<file path="src/rtl/isa_steer_pkg.sv">
// Package: shared types and strobe indices for the ISA strobe steering block.
// Assumes strobe vectors are ordered mem-read, mem-write, io-read, io-write.
package isa_steer_pkg;
    localparam int NUM_STRB  = 4;
    localparam int STRB_MEMR = 0;
    localparam int STRB_MEMW = 1;
    localparam int STRB_IOR  = 2;
    localparam int STRB_IOW  = 3;

    typedef enum logic [1:0] {
        OWN_CPU     = 2'd0,
        OWN_DMA     = 2'd1,
        OWN_REFRESH = 2'd2,
        OWN_XMASTER = 2'd3
    } bus_owner_e;
endpackage

</file>
<file path="src/rtl/isa_owner_decode.sv">
// Module: isa_owner_decode
// Picks the current bus owner from the activity inputs. Priority is
// refresh, then external master, then DMA, then CPU/idle. Purely combinational.
module isa_owner_decode
    import isa_steer_pkg::*;
(
    input  logic       dma_act_i,
    input  logic       rfsh_act_i,
    input  logic       master_n_i,
    output bus_owner_e owner_o
);
    // Priority select of bus owner
    always_comb begin
        if (rfsh_act_i)       owner_o = OWN_REFRESH;
        else if (!master_n_i) owner_o = OWN_XMASTER;
        else if (dma_act_i)   owner_o = OWN_DMA;
        else                  owner_o = OWN_CPU;
    end
endmodule

</file>
<file path="src/rtl/isa_strobe_dir.sv">
// Module: isa_strobe_dir
// Per-strobe direction control. It produces the next enable, the driven
// value (inactive high when not enabled) and the resolved bus level
// (driven value if enabled, otherwise the pad value). Combinational.
module isa_strobe_dir
    import isa_steer_pkg::*;
#(
    parameter int N = NUM_STRB
) (
    input  bus_owner_e   owner_i,
    input  logic [N-1:0] int_n_i,
    input  logic [N-1:0] pad_n_i,
    output logic [N-1:0] oe_o,
    output logic [N-1:0] drv_n_o,
    output logic [N-1:0] bus_n_o
);
    logic [N-1:0] en_mask;

    // Enable mask per ownership mode
    always_comb begin
        en_mask = '0;
        unique case (owner_i)
            OWN_DMA:     en_mask = '1;
            OWN_REFRESH: en_mask[STRB_MEMR] = 1'b1;
            default:     en_mask = '0;
        endcase
    end

    // One output mux pair per strobe
    for (genvar g = 0; g < N; g++) begin : g_strb
        assign oe_o[g]    = en_mask[g];
        assign drv_n_o[g] = en_mask[g] ? int_n_i[g] : 1'b1;
        assign bus_n_o[g] = en_mask[g] ? int_n_i[g] : pad_n_i[g];
    end
endmodule

</file>
<file path="src/rtl/isa_lowmem_gate.sv">
// Module: isa_lowmem_gate
// Derives the low-megabyte memory strobes. Both are gated by the upper
// address bits. The read strobe bypasses the gate while the refresh pin is low.
module isa_lowmem_gate #(
    parameter int HI_W = 4
) (
    input  logic            memr_bus_n_i,
    input  logic            memw_bus_n_i,
    input  logic [HI_W-1:0] addr_hi_i,
    input  logic            rfsh_pin_n_i,
    output logic            smemr_n_o,
    output logic            smemw_n_o
);
    logic below_1m;

    // Address gate and refresh bypass
    always_comb begin
        below_1m  = (addr_hi_i == '0);
        smemr_n_o = (below_1m || !rfsh_pin_n_i) ? memr_bus_n_i : 1'b1;
        smemw_n_o = below_1m ? memw_bus_n_i : 1'b1;
    end
endmodule

</file>
<file path="src/rtl/isa_strobe_steer.sv">
// Module: isa_strobe_steer (top)
// Registers the ISA address enable, strobe direction, driven levels and
// low-memory strobes on the bus clock. Assumes all inputs are synchronous
// to clk, and that DMA and refresh activity never overlap.
module isa_strobe_steer
    import isa_steer_pkg::*;
#(
    parameter int HI_W = 4
) (
    input  logic                clk,
    input  logic                rst_n,
    input  logic                dma_act_i,
    input  logic                rfsh_act_i,
    input  logic                rfsh_pin_n_i,
    input  logic                master_n_i,
    input  logic [NUM_STRB-1:0] int_strb_n_i,
    input  logic [NUM_STRB-1:0] pad_strb_n_i,
    input  logic [HI_W-1:0]     addr_hi_i,
    output logic                aen_o,
    output logic [NUM_STRB-1:0] strb_oe_o,
    output logic [NUM_STRB-1:0] strb_drv_n_o,
    output logic                smemr_n_o,
    output logic                smemw_n_o
);
    bus_owner_e          owner;
    logic [NUM_STRB-1:0] oe_nx, drv_nx, bus_nx;
    logic                smemr_nx, smemw_nx;

    isa_owner_decode u_dec (
        .dma_act_i  (dma_act_i),
        .rfsh_act_i (rfsh_act_i),
        .master_n_i (master_n_i),
        .owner_o    (owner)
    );

    isa_strobe_dir #(.N(NUM_STRB)) u_dir (
        .owner_i (owner),
        .int_n_i (int_strb_n_i),
        .pad_n_i (pad_strb_n_i),
        .oe_o    (oe_nx),
        .drv_n_o (drv_nx),
        .bus_n_o (bus_nx)
    );

    isa_lowmem_gate #(.HI_W(HI_W)) u_low (
        .memr_bus_n_i (bus_nx[STRB_MEMR]),
        .memw_bus_n_i (bus_nx[STRB_MEMW]),
        .addr_hi_i    (addr_hi_i),
        .rfsh_pin_n_i (rfsh_pin_n_i),
        .smemr_n_o    (smemr_nx),
        .smemw_n_o    (smemw_nx)
    );

    // Output register stage with synchronous reset to the safe input state
    always_ff @(posedge clk) begin
        if (!rst_n) begin
            aen_o        <= 1'b0;
            strb_oe_o    <= '0;
            strb_drv_n_o <= '1;
            smemr_n_o    <= 1'b1;
            smemw_n_o    <= 1'b1;
        end else begin
            aen_o        <= (owner == OWN_DMA);
            strb_oe_o    <= oe_nx;
            strb_drv_n_o <= drv_nx;
            smemr_n_o    <= smemr_nx;
            smemw_n_o    <= smemw_nx;
        end
    end

    // Address enable only after a DMA cycle with no master grant
    assert_aen_dma_only_R1: assert property (@(posedge clk) disable iff (!rst_n)
        aen_o |-> ($past(dma_act_i) && $past(master_n_i)));

    // Master grant without refresh releases every strobe and AEN
    assert_master_release_R2: assert property (@(posedge clk) disable iff (!rst_n)
        (!master_n_i && !rfsh_act_i) |=> (!aen_o && strb_oe_o == '0));

    // Refresh drives only the memory-read strobe
    assert_rfsh_memr_only_R4: assert property (@(posedge clk) disable iff (!rst_n)
        rfsh_act_i |=> (strb_oe_o == 4'b0001));

    // An undriven strobe reads inactive high
    assert_idle_high_R5: assert property (@(posedge clk) disable iff (!rst_n)
        ((strb_drv_n_o | strb_oe_o) == '1));

    // Upper address without the refresh pin low blocks both low-memory strobes
    assert_above_1m_high_R6: assert property (@(posedge clk) disable iff (!rst_n)
        ((addr_hi_i != '0) && rfsh_pin_n_i) |=> (smemr_n_o && smemw_n_o));

    // Reset leaves the block in the input state
    assert_reset_state_R8: assert property (@(posedge clk)
        !rst_n |=> (!aen_o && strb_oe_o == '0 && smemr_n_o && smemw_n_o));

    // DMA and refresh must never overlap
    assert_no_dma_rfsh_overlap_R9: assert property (@(posedge clk) disable iff (!rst_n)
        !(dma_act_i && rfsh_act_i));
endmodule

</file>
<file path="config.mk">
export PLATFORM = sky130hd
export DESIGN_NAME = isa_strobe_steer
export DESIGN_NICKNAME = d
export VERILOG_FILES = /design/src/rtl/isa_steer_pkg.sv /design/src/rtl/isa_owner_decode.sv /design/src/rtl/isa_strobe_dir.sv /design/src/rtl/isa_lowmem_gate.sv /design/src/rtl/isa_strobe_steer.sv
export SDC_FILE = /design/constraint.sdc
export NUM_CORES = 1
export LEC_CHECK = 0
export CAP_MARGIN = 5
export CORE_AREA = 2 2 39 41
export CTS_CLUSTER_DIAMETER = 50
export DETAILED_ROUTE_END_ITERATION = 8
export DIE_AREA = 0 0 41 43
export GPL_TIMING_DRIVEN = 0
export PLACE_DENSITY = 0.69
export SYNTH_ARGS = -nofsm -noshare
export SYNTH_HDL_FRONTEND = slang
export SYNTH_SLANG_ARGS = --single-unit
</file>
<file path="constraint.sdc">
create_clock -name clk -period 1.5 [get_ports clk]
set_input_delay 0.375 -clock clk [delete_from_list [all_inputs] [get_ports clk]]
set_output_delay 0.375 -clock clk [all_outputs]
set_load 0.01 [all_outputs]
</file>
== After elaboration in Yosys (flattened, before gate mapping) ==
Cells that the tools add are included.

* Bits in registers: 11
* Latch bits: 0
* RAM bits: 0
* ROM bits: 0
* Input port bits: 18
* Word-level logic and storage cells: 27
* Memories: 0

* Add/subtract/negate cells: 0
* Multipliers: 0
* Div/mod/pow operators: 0
* $lt $le $gt $ge: 0
* Equal/unequal tests: 2
* Shifts and indexed selects: 0
* Muxes and demuxes: 7
* Bitwise operators: 0
* Reductions and logical operators: 10

{| class="wikitable"
|+ Operators by type and width
! cell !! count
|-
| $reduce_and A2 Y1 || 6
|-
| $logic_not A4 Y1 || 1
|-
| $mux W1 || 4
|-
| $mux W2 || 2
|-
| $mux W3 || 1
|-
| $eq A2 B1 Y1 const B || 1
|-
| $eq A2 B2 Y1 const B || 1
|-
| $reduce_or A2 Y1 || 1
|-
| $logic_not A1 Y1 || 1
|-
| $logic_or A1 B1 Y1 || 1
|}

== Longest topological paths before layout ==
Gate-level depths: netlist of the first run.

* Depth after elaboration: 7
* Mapped depth: 5

== Modules after synthesis ==
A second synthesis of the first run with hierarchy kept.

* Cell total of the unflattened synthesis: 43
* Area, all modules: 465.4 um2

{| class="wikitable"
|+ By module, submodules not included
! module !! times used !! cells an instance !! area an instance (um2)
|-
| isa_strobe_steer || 1 || 23 || 302.8
|-
| isa_strobe_dir || 1 || 14 || 121.4
|-
| isa_lowmem_gate || 1 || 3 || 22.5
|-
| isa_owner_decode || 1 || 3 || 18.8
|}

== Worst setup path before layout of the first run ==
No wires, ideal clock.

* Kind: input-to-reg
* Start: input master_n_i
* End: register smemr_n_o
* Data arrival time: 1.035 ns
* Slack: 0.338 ns
* Stages: 4
* Cells stage by stage: nor2b_1 ha_1 mux2i_1 o211ai_1

* Longest elaborated chain between the ends: 6

{| class="wikitable"
|+ Ends and longest elaborated chain
! what !! line !! text
|-
| start: declaration || isa_strobe_steer.sv:15 || <nowiki>input logic master_n_i,</nowiki>
|-
| $mux W2 * || isa_owner_decode.sv:15 || <nowiki>else if (!master_n_i) owner_o = OWN_XMASTER;</nowiki>
|-
| $mux W2 * || isa_owner_decode.sv:14 || <nowiki>if (rfsh_act_i) owner_o = OWN_REFRESH;</nowiki>
|-
| $eq A2 B1 Y1 or $eq A2 B2 Y1 (tied branches) || isa_strobe_dir.sv:22 || <nowiki>unique case (owner_i)</nowiki>
|-
| $reduce_or A2 Y1 (no source line) * || n/a ||
|-
| $mux W1 * || isa_strobe_dir.sv:22 ||
|-
| $mux W1 * || isa_strobe_dir.sv:33 || <nowiki>assign bus_n_o[g] = en_mask[g] ? int_n_i[g] : pad_n_i[g];</nowiki>
|-
| end signal: assignment || isa_strobe_steer.sv:66 || <nowiki>smemr_n_o <= smemr_nx;</nowiki>
|-
| end: declaration || isa_strobe_steer.sv:22 || <nowiki>output logic smemr_n_o,</nowiki>
|}

Mark *: on every way between the ends. The rest lies on a longest branch, timed or not.
A chain may end at the register's enable or synchronous reset.

== Worst setup path in the final report of the first run ==
Ends and elaborated chain as after synthesis.

==> results by group, run 1 <==
Timing
  • Maximum clock rate: 694 MHz
  • Post-route minimum period: 1.44 ns
  • Setup_tns: 0 ns
  • Tcrit/Tclk final: 96.1%
  • Worst slew pin tran: 0.251 ns
  • Final hold violations: 0
  • Rel. slew slack: between 80 and 90%
  • Final number of max-transition violations: 0
  • Final setup vio count: 0

Power
  • Overall power: 0.000466 W
  • Leak pwr: 0.266 nW
  • Power density over the cells: about 760 mW/mm²
  • Worst-case vdd ir drop: 0.000224 V

Final layout
  • Final Cell Area: between 600 and 700 µm²
  • Share of cells above drive strength 1: 17.5%
  • Fillers: approximately 140
  • N_diodes: 0
  • Area Growth Syn to Fin: 107%
  • Final-stage net count: 78

Drt
  • Drt pass-1 iters: 2
  • Met2 WL: 333 µm
  • Vias: 284
  • Drt initial violations: 3
  • Final ANT Viol Nets: 0
  • Final wirelength: 596 µm
  • Drt drc: 0
  • Met3 wire length: roughly 70 µm
  • Wire length per cell: 8.16 µm
  • Met1 Wirelength: 192 µm
  • DR top layer: met3
  • DR vias/cell: 3.89

Setup path
  • Critical path capture point type: flip-flop
  • Cell family with most CP delay: buffers and inverters
  • CP Buf/Inv Count: 1
  • Critical path's slowest cell: clkdlybuf4s50_1
  • CP peak stage delay: between 0.4 and 0.5 ns
  • CP max FO: 2
  • Crit path kind: input pin to flip-flop
  • CP cell instances: clkdlybuf4s50_1 -> nor2b_1 -> ha_2 -> mux2i_1 -> o211ai_1
  • Worst EP required: 1.63 ns
  • Startpoint Class: input pin
  • Worst EP arrival: approximately 1.6 ns

Clocking
  • CTS Hold Bufs: 0
  • Htree depth: 1
  • CTS buffer count: 3
  • Maximum buffer depth of the clock tree: 2
  • CTS tree: yes
  • Clock Pin Slew Worst Setup and Hold Paths: 0.05 ns
  • Setup Buffers After CTS: 0
  • Clock Sinks: 8
  • Root Buffer: clkbuf_4

Logic synthesis
  • Top cell type's share of synthesized area: 53.8%
  • Yosys top cell by area: dfxtp_1
  • Syn. warnings: 0
  • Register area share after synthesis: 53.8%
  • Top post-synthesis cells by area: dfxtp_1 (54%), buf_4 (7.6%), mux2i_1 (6.7%)
  • Synthesized cell area: slightly below 300 µm²
  • Syn avg cell area: roughly 11 µm²
  • Post-Synthesis Cells: 28
  • Syn Nets: 47
  • FFs w/ async S/R, synth: 0%
  • Seq cells post-synth: 8
  • Yosys cell types: 13
  • Top_reg_cell synth: dfxtp_1
  • Count leader, synth: dfxtp_1
  • EDFF count, synth: 0
  • Post-synth top cells: dfxtp_1 (8), buf_4 (3), inv_1 (3), or2_1 (3)

Floorplan
  • Starting Density: between 20% and 30%
  • CORE AREA: around 0.0014 mm²
  • IO Pins: 29
  • Die ar.: around 0.0018 mm²
  • Site Rows: 14
  • Die X: 41 µm
  • Die Y: 43 µm

Run
  • Number of max-cap violations: 0

Run status
  • Status: complete, no violations

Placed design
  • Dpl cell area: 578 µm²
  • GPL Wtd Cong: 0.631
  • Port Buffers: 26

GRT
  • Largest net degree at the start of global routing: 5
  • Total GRT Usage: 9.07%
  • Global route total overflow: 0
  • First-pass GRT wire length: ~940 µm
  • Initial antenna violation count: 0
  • Number of global-route vias before repair: 251

Worst hold path
  • Hold path cells: 2
  • Min-Delay Path Class: input pin to flip-flop
  • Worst min-delay path endpoint: strb_drv_n_o[3]
  • Hold wc startpoint: int_strb_n_i[3]
## metal layers
layer | vias to the layer above | track usage [%]
met5 | - | 0
met4 | 0 | 12.0
met3 | 0 | 4.71
met2 | 19 | 13.1
met1 | 119 | 6.84
li1 | 146 | -
## area by class of cell
| class | instances | area [µm²] | share of cell area, % |
|---|---|---|---|
| flip-flops and latches | 8 | 161 | 26.2 |
| well taps | 16 | 20.0 | 3.25 |
| inverters | 3 | 11.3 | 1.83 |
| plain buffers | 3 | 22.5 | 3.66 |
| repair buffers | 26 | 268 | 43.5 |
| clock buffers | 3 | 22.5 | 3.66 |
| multi-input cells | 14 | 110 | 17.9 |
## registers in the layout, indices dropped and copies added (netlist names)
name,count
strb_drv_n_o,4
strb_oe_o,2
smemr_n_o,1
smemw_n_o,1
## power by group
part	total [W]	leakage, nW	switching [W]	internal (W)
logic	0.0000853	0.186	0.0000252	0.0000602
registers	0.000223	0.0660	0.00000195	0.000221
clock network	0.000158	0.0138	0.0000668	0.0000911
## worst max-delay path by stage
stage                           from              end  slack, ns  depth (start not counted)
after CTS                  smemr_n_o        smemr_n_o       0.01                          1
after floorplan           master_n_i        smemr_n_o       0.34                          4
after global routing      master_n_i  strb_drv_n_o[2]     -0.002                          5
final                     master_n_i        smemr_n_o       0.06                          5
after detailed placement   dma_act_i        smemr_n_o      -0.17                          6
after global placement     dma_act_i        smemr_n_o      -0.16                          6
## stage by stage
stage                     cells  util, %  hold WS [ns]  worst slack, ns
after global routing         73     44.5         0.658         -0.00238
after detailed placement     70     41.8         0.943           -0.168
after floorplan              28        -         0.447            0.338
after CTS                    73     43.1         0.669           0.0124
final                        73     44.5         0.679           0.0590
after global placement       70     41.8         0.943           -0.156
## what timing repair did
| action | in CTS | in global routing |
|---|---|---|
| endpoints found under the hold margin | 0 | 0 |
| resized for setup | 5 | 7 |
| setup endpoints to repair | 4 | 6 |
## cell usage in the layout (no fill, tap or decap), types with 2 or more instances in the layout
cell type and n:
clkbuf_4 3, clkdlybuf4s50_1 17, or2_1 3, nor2b_1 2, dlymetal6s2s_1 5, dfxtp_1 7, inv_1 3, buf_4 3
mux2i_1 2, dlygate4sd2_1 4
## cell families after synthesis
| group | Yosys count | synth area share [%] |
|---|---|---|
| simple gates | 9 | 19.7 |
| flops | 8 | 53.8 |
| compound gates | 2 | 4.20 |
| buf+inv | 6 | 11.3 |
| mux | 2 | 6.72 |
| fa+ha+maj | 1 | 4.20 |
Note: power is estimated with default switching activity, not from simulation.
==> run 2, diff against run 1 <==
--- a/config.mk
+++ b/config.mk
@@ -6,12 +6,14 @@
 export NUM_CORES = 1
 export LEC_CHECK = 0
 export CAP_MARGIN = 5
-export CORE_AREA = 2 2 39 41
+export CELL_PAD_IN_SITES_DETAIL_PLACEMENT = 0
+export CELL_PAD_IN_SITES_GLOBAL_PLACEMENT = 1
+export CORE_MARGIN = 2
+export CORE_UTILIZATION = 18
 export CTS_CLUSTER_DIAMETER = 50
 export DETAILED_ROUTE_END_ITERATION = 8
-export DIE_AREA = 0 0 41 43
 export GPL_TIMING_DRIVEN = 0
-export PLACE_DENSITY = 0.69
+export PLACE_DENSITY = 0.79
 export SYNTH_ARGS = -nofsm -noshare
 export SYNTH_HDL_FRONTEND = slang
 export SYNTH_SLANG_ARGS = --single-unit
==> results by group, run 2 (synthesis results as in run 1) <==
Clocking
  • Maximum buffer depth of the clock tree: 2 (unchanged)
  • Clock Sinks: 8 (unchanged)
  • Setup Buffers After CTS: 0 (unchanged)
  • CTS tree: yes (unchanged)
  • CTS buffer count: 3 (unchanged)
  • Htree depth: 1 (unchanged)
  • Root Buffer: clkbuf_4 (unchanged)
  • Clock Pin Slew Worst Setup and Hold Paths: 0.05 ns (about the same)

Final layout
  • Final Cell Area: 601 µm² (was 616 µm²)
  • Share of cells above drive strength 1: 14.0% (was 17.5%)
  • Commonest non-fill, non-tap cells in the layout: clkdlybuf4s50_1 (22), dfxtp_1 (7) (was clkdlybuf4s50_1 (17), dfxtp_1 (7), dlymetal6s2s_1 (5))
  • Fillers: 172 (was 139)
  • Largest regs: strb_drv_n_o x4, strb_oe_o x2 (unchanged)
  • Final-stage net count: 78 (unchanged)
  • Area Growth Syn to Fin: 102% (was 107%)
  • Max FFs per register: 4 (unchanged)
  • N_diodes: 0 (unchanged)
  • Register with the most flip-flops: strb_drv_n_o (unchanged)
  • Commonest non-fill, non-tap cell in the layout: clkdlybuf4s50_1 (unchanged)

Setup path
  • Cell family with most CP delay: buffers and inverters (unchanged)
  • Critical path's slowest cell: clkdlybuf4s50_1 (unchanged)
  • CP Buf/Inv Count: 1 (unchanged)
  • Worst EP required: 1.12 ns (was 1.63 ns)
  • CP max FO: 1 (was 2)
  • Critical path capture point type: output port (was flip-flop)
  • CP cell instances: clkdlybuf4s50_1 (was clkdlybuf4s50_1 -> nor2b_1 -> ha_2 -> mux2i_1 -> o211ai_1)
  • Startpoint Class: flip-flop (was input pin)
  • Worst EP arrival: 1.07 ns (was 1.57 ns)
  • CP peak stage delay: 0.53 ns (was 0.43 ns)
  • Crit path kind: flip-flop to output port (was input pin to flip-flop)

Drt
  • Final ANT Viol Nets: 0 (unchanged)
  • Met1 Wirelength: 208 µm (was 192 µm)
  • Drt drc: 0 (unchanged)
  • Vias: 283 (was 284)
  • Drt pass-1 iters: 1 (was 2)
  • Final wirelength: 553 µm (was 596 µm)
  • Met3 wire length: 96 µm (was 70 µm)
  • Met2 WL: 244 µm (was 333 µm)
  • DR top layer: met4 (was met3)
  • Drt initial violations: 0 (was 3)
  • DR vias/cell: 3.88 (was 3.89)
  • Wire length per cell: 7.58 µm (was 8.16 µm)

GRT
  • Number of global-route vias before repair: 257 (was 251)
  • Initial antenna violation count: 0 (unchanged)
  • Largest net degree at the start of global routing: 5 (unchanged)
  • Total GRT Usage: 6.26% (was 9.07%)
  • Global route total overflow: 0 (unchanged)
  • First-pass GRT wire length: 876 µm (was 938 µm)

Timing
  • Final number of max-transition violations: 0 (unchanged)
  • Final setup vio count: 0 (unchanged)
  • Setup_tns: 0 ns (unchanged)
  • RSZ-0062 raised after global routing: false
  • Maximum clock rate: 691 MHz (was 694 MHz)
  • Final hold violations: 0 (unchanged)
  • Post-route minimum period: 1.45 ns (was 1.44 ns)
  • Rel. slew slack: 81.6% (was 83.1%)
  • Tcrit/Tclk final: 96.4% (was 96.1%)
  • Worst slew pin tran: 0.273 ns (was 0.251 ns)

Floorplan
  • Site Rows: 14 (unchanged)
  • Die ar.: 0.00200 mm² (was 0.00176 mm²)
  • Die X: 44.7 µm (was 41 µm)
  • Starting Density: 19.5% (was 21.5%)
  • Die Y: 44.7 µm (was 43 µm)
  • IO Pins: 29 (unchanged)
  • CORE AREA: 0.00152 mm² (was 0.00138 mm²)

Power
  • Leak pwr: 0.280 nW (was 0.266 nW)
  • Worst-case vdd ir drop: 0.000225 V (was 0.000224 V)
  • Power density over the cells: 765 mW/mm² (was 757 mW/mm²)

Run
  • Number of max-cap violations: 0 (unchanged)

Worst hold path
  • Min-Delay Path Class: input pin to flip-flop (unchanged)

Placed design
  • Post-DP HPWL: 515 µm
  • GPL Wtd Cong: 0.583 (was 0.631)
  • Port Buffers: 26 (unchanged)
  • Dpl cell area: 578 µm² (unchanged)

Run status
  • Status: complete, no violations (unchanged)
## run 2: cell count changes in the layout (fill, tap and decap cells not counted), sizes merged
cell and delta:
dlygate4sd2 -1, clkdlybuf4s50 +5, dlymetal6s2s -4
## run 2: per-stage QoR
stage | utilization (%) | total power (W) | setup WS, ns | hold WS [ns] | std cells
after global placement | 37.9 | 0.000313 | -0.162 | 0.937 | 70
final | 39.4 | 0.000459 | 0.0537 | 0.700 | 73
after global routing | 39.4 | 0.000483 | 0.0208 | 0.702 | 73
after CTS | 39.2 | 0.000466 | 0.00507 | 0.705 | 73
after detailed placement | 37.9 | 0.000314 | -0.164 | 0.950 | 70
after floorplan | - | 0.000252 | 0.338 | 0.447 | 28
## run 2: area by class of cell
| type | instances | area, µm² | share of cell area (%) |
|---|---|---|---|
| multi-input combinational | 14 | 104 | 17.3 |
| clock buffer | 3 | 22.5 | 3.75 |
| inverter | 3 | 11.3 | 1.88 |
| timing repair buffer | 26 | 259 | 43.1 |
| buffer | 3 | 22.5 | 3.75 |
| sequential | 8 | 161 | 26.9 |
| tap | 16 | 20.0 | 3.33 |
## run 2: timing repair
action / CTS / global route
resized for setup: 4 / 1
gates cloned: 0 / 0
hold buffers: 0 / 0
pin swaps: 0 / 2
endpoints found under the setup margin: 4 / 2
hold endpoints to repair: 0 / 0
## run 2: worst paths after layout
check	from	end	depth (start not counted)
worst max-delay path	smemw_n_o	smemw_n_o	1
worst min-delay path	rst_n	smemw_n_o	2
## run 2: metal layers
metal | GRT usage (%) | up-vias
met5 | 0 | -
met4 | 3.64 | 0
met3 | 3.67 | 2
met2 | 10.4 | 20
met1 | 5.88 | 113
li1 | - | 148
## run 2: where the power goes
part / internal, W / total (W) / switching [W]
sequential: 0.000221 / 0.000223 / 0.00000197
combinational: 0.0000603 / 0.0000847 / 0.0000244
clock: 0.0000908 / 0.000152 / 0.0000613
==> run 3, diff against run 2 <==
--- a/config.mk
+++ b/config.mk
@@ -5,7 +5,6 @@
 export SDC_FILE = /design/constraint.sdc
 export NUM_CORES = 1
 export LEC_CHECK = 0
-export CAP_MARGIN = 5
 export CELL_PAD_IN_SITES_DETAIL_PLACEMENT = 0
 export CELL_PAD_IN_SITES_GLOBAL_PLACEMENT = 1
 export CORE_MARGIN = 2
==> results of run 3 <==
The final DEF is identical to that of run 2; final timing and power are the same.
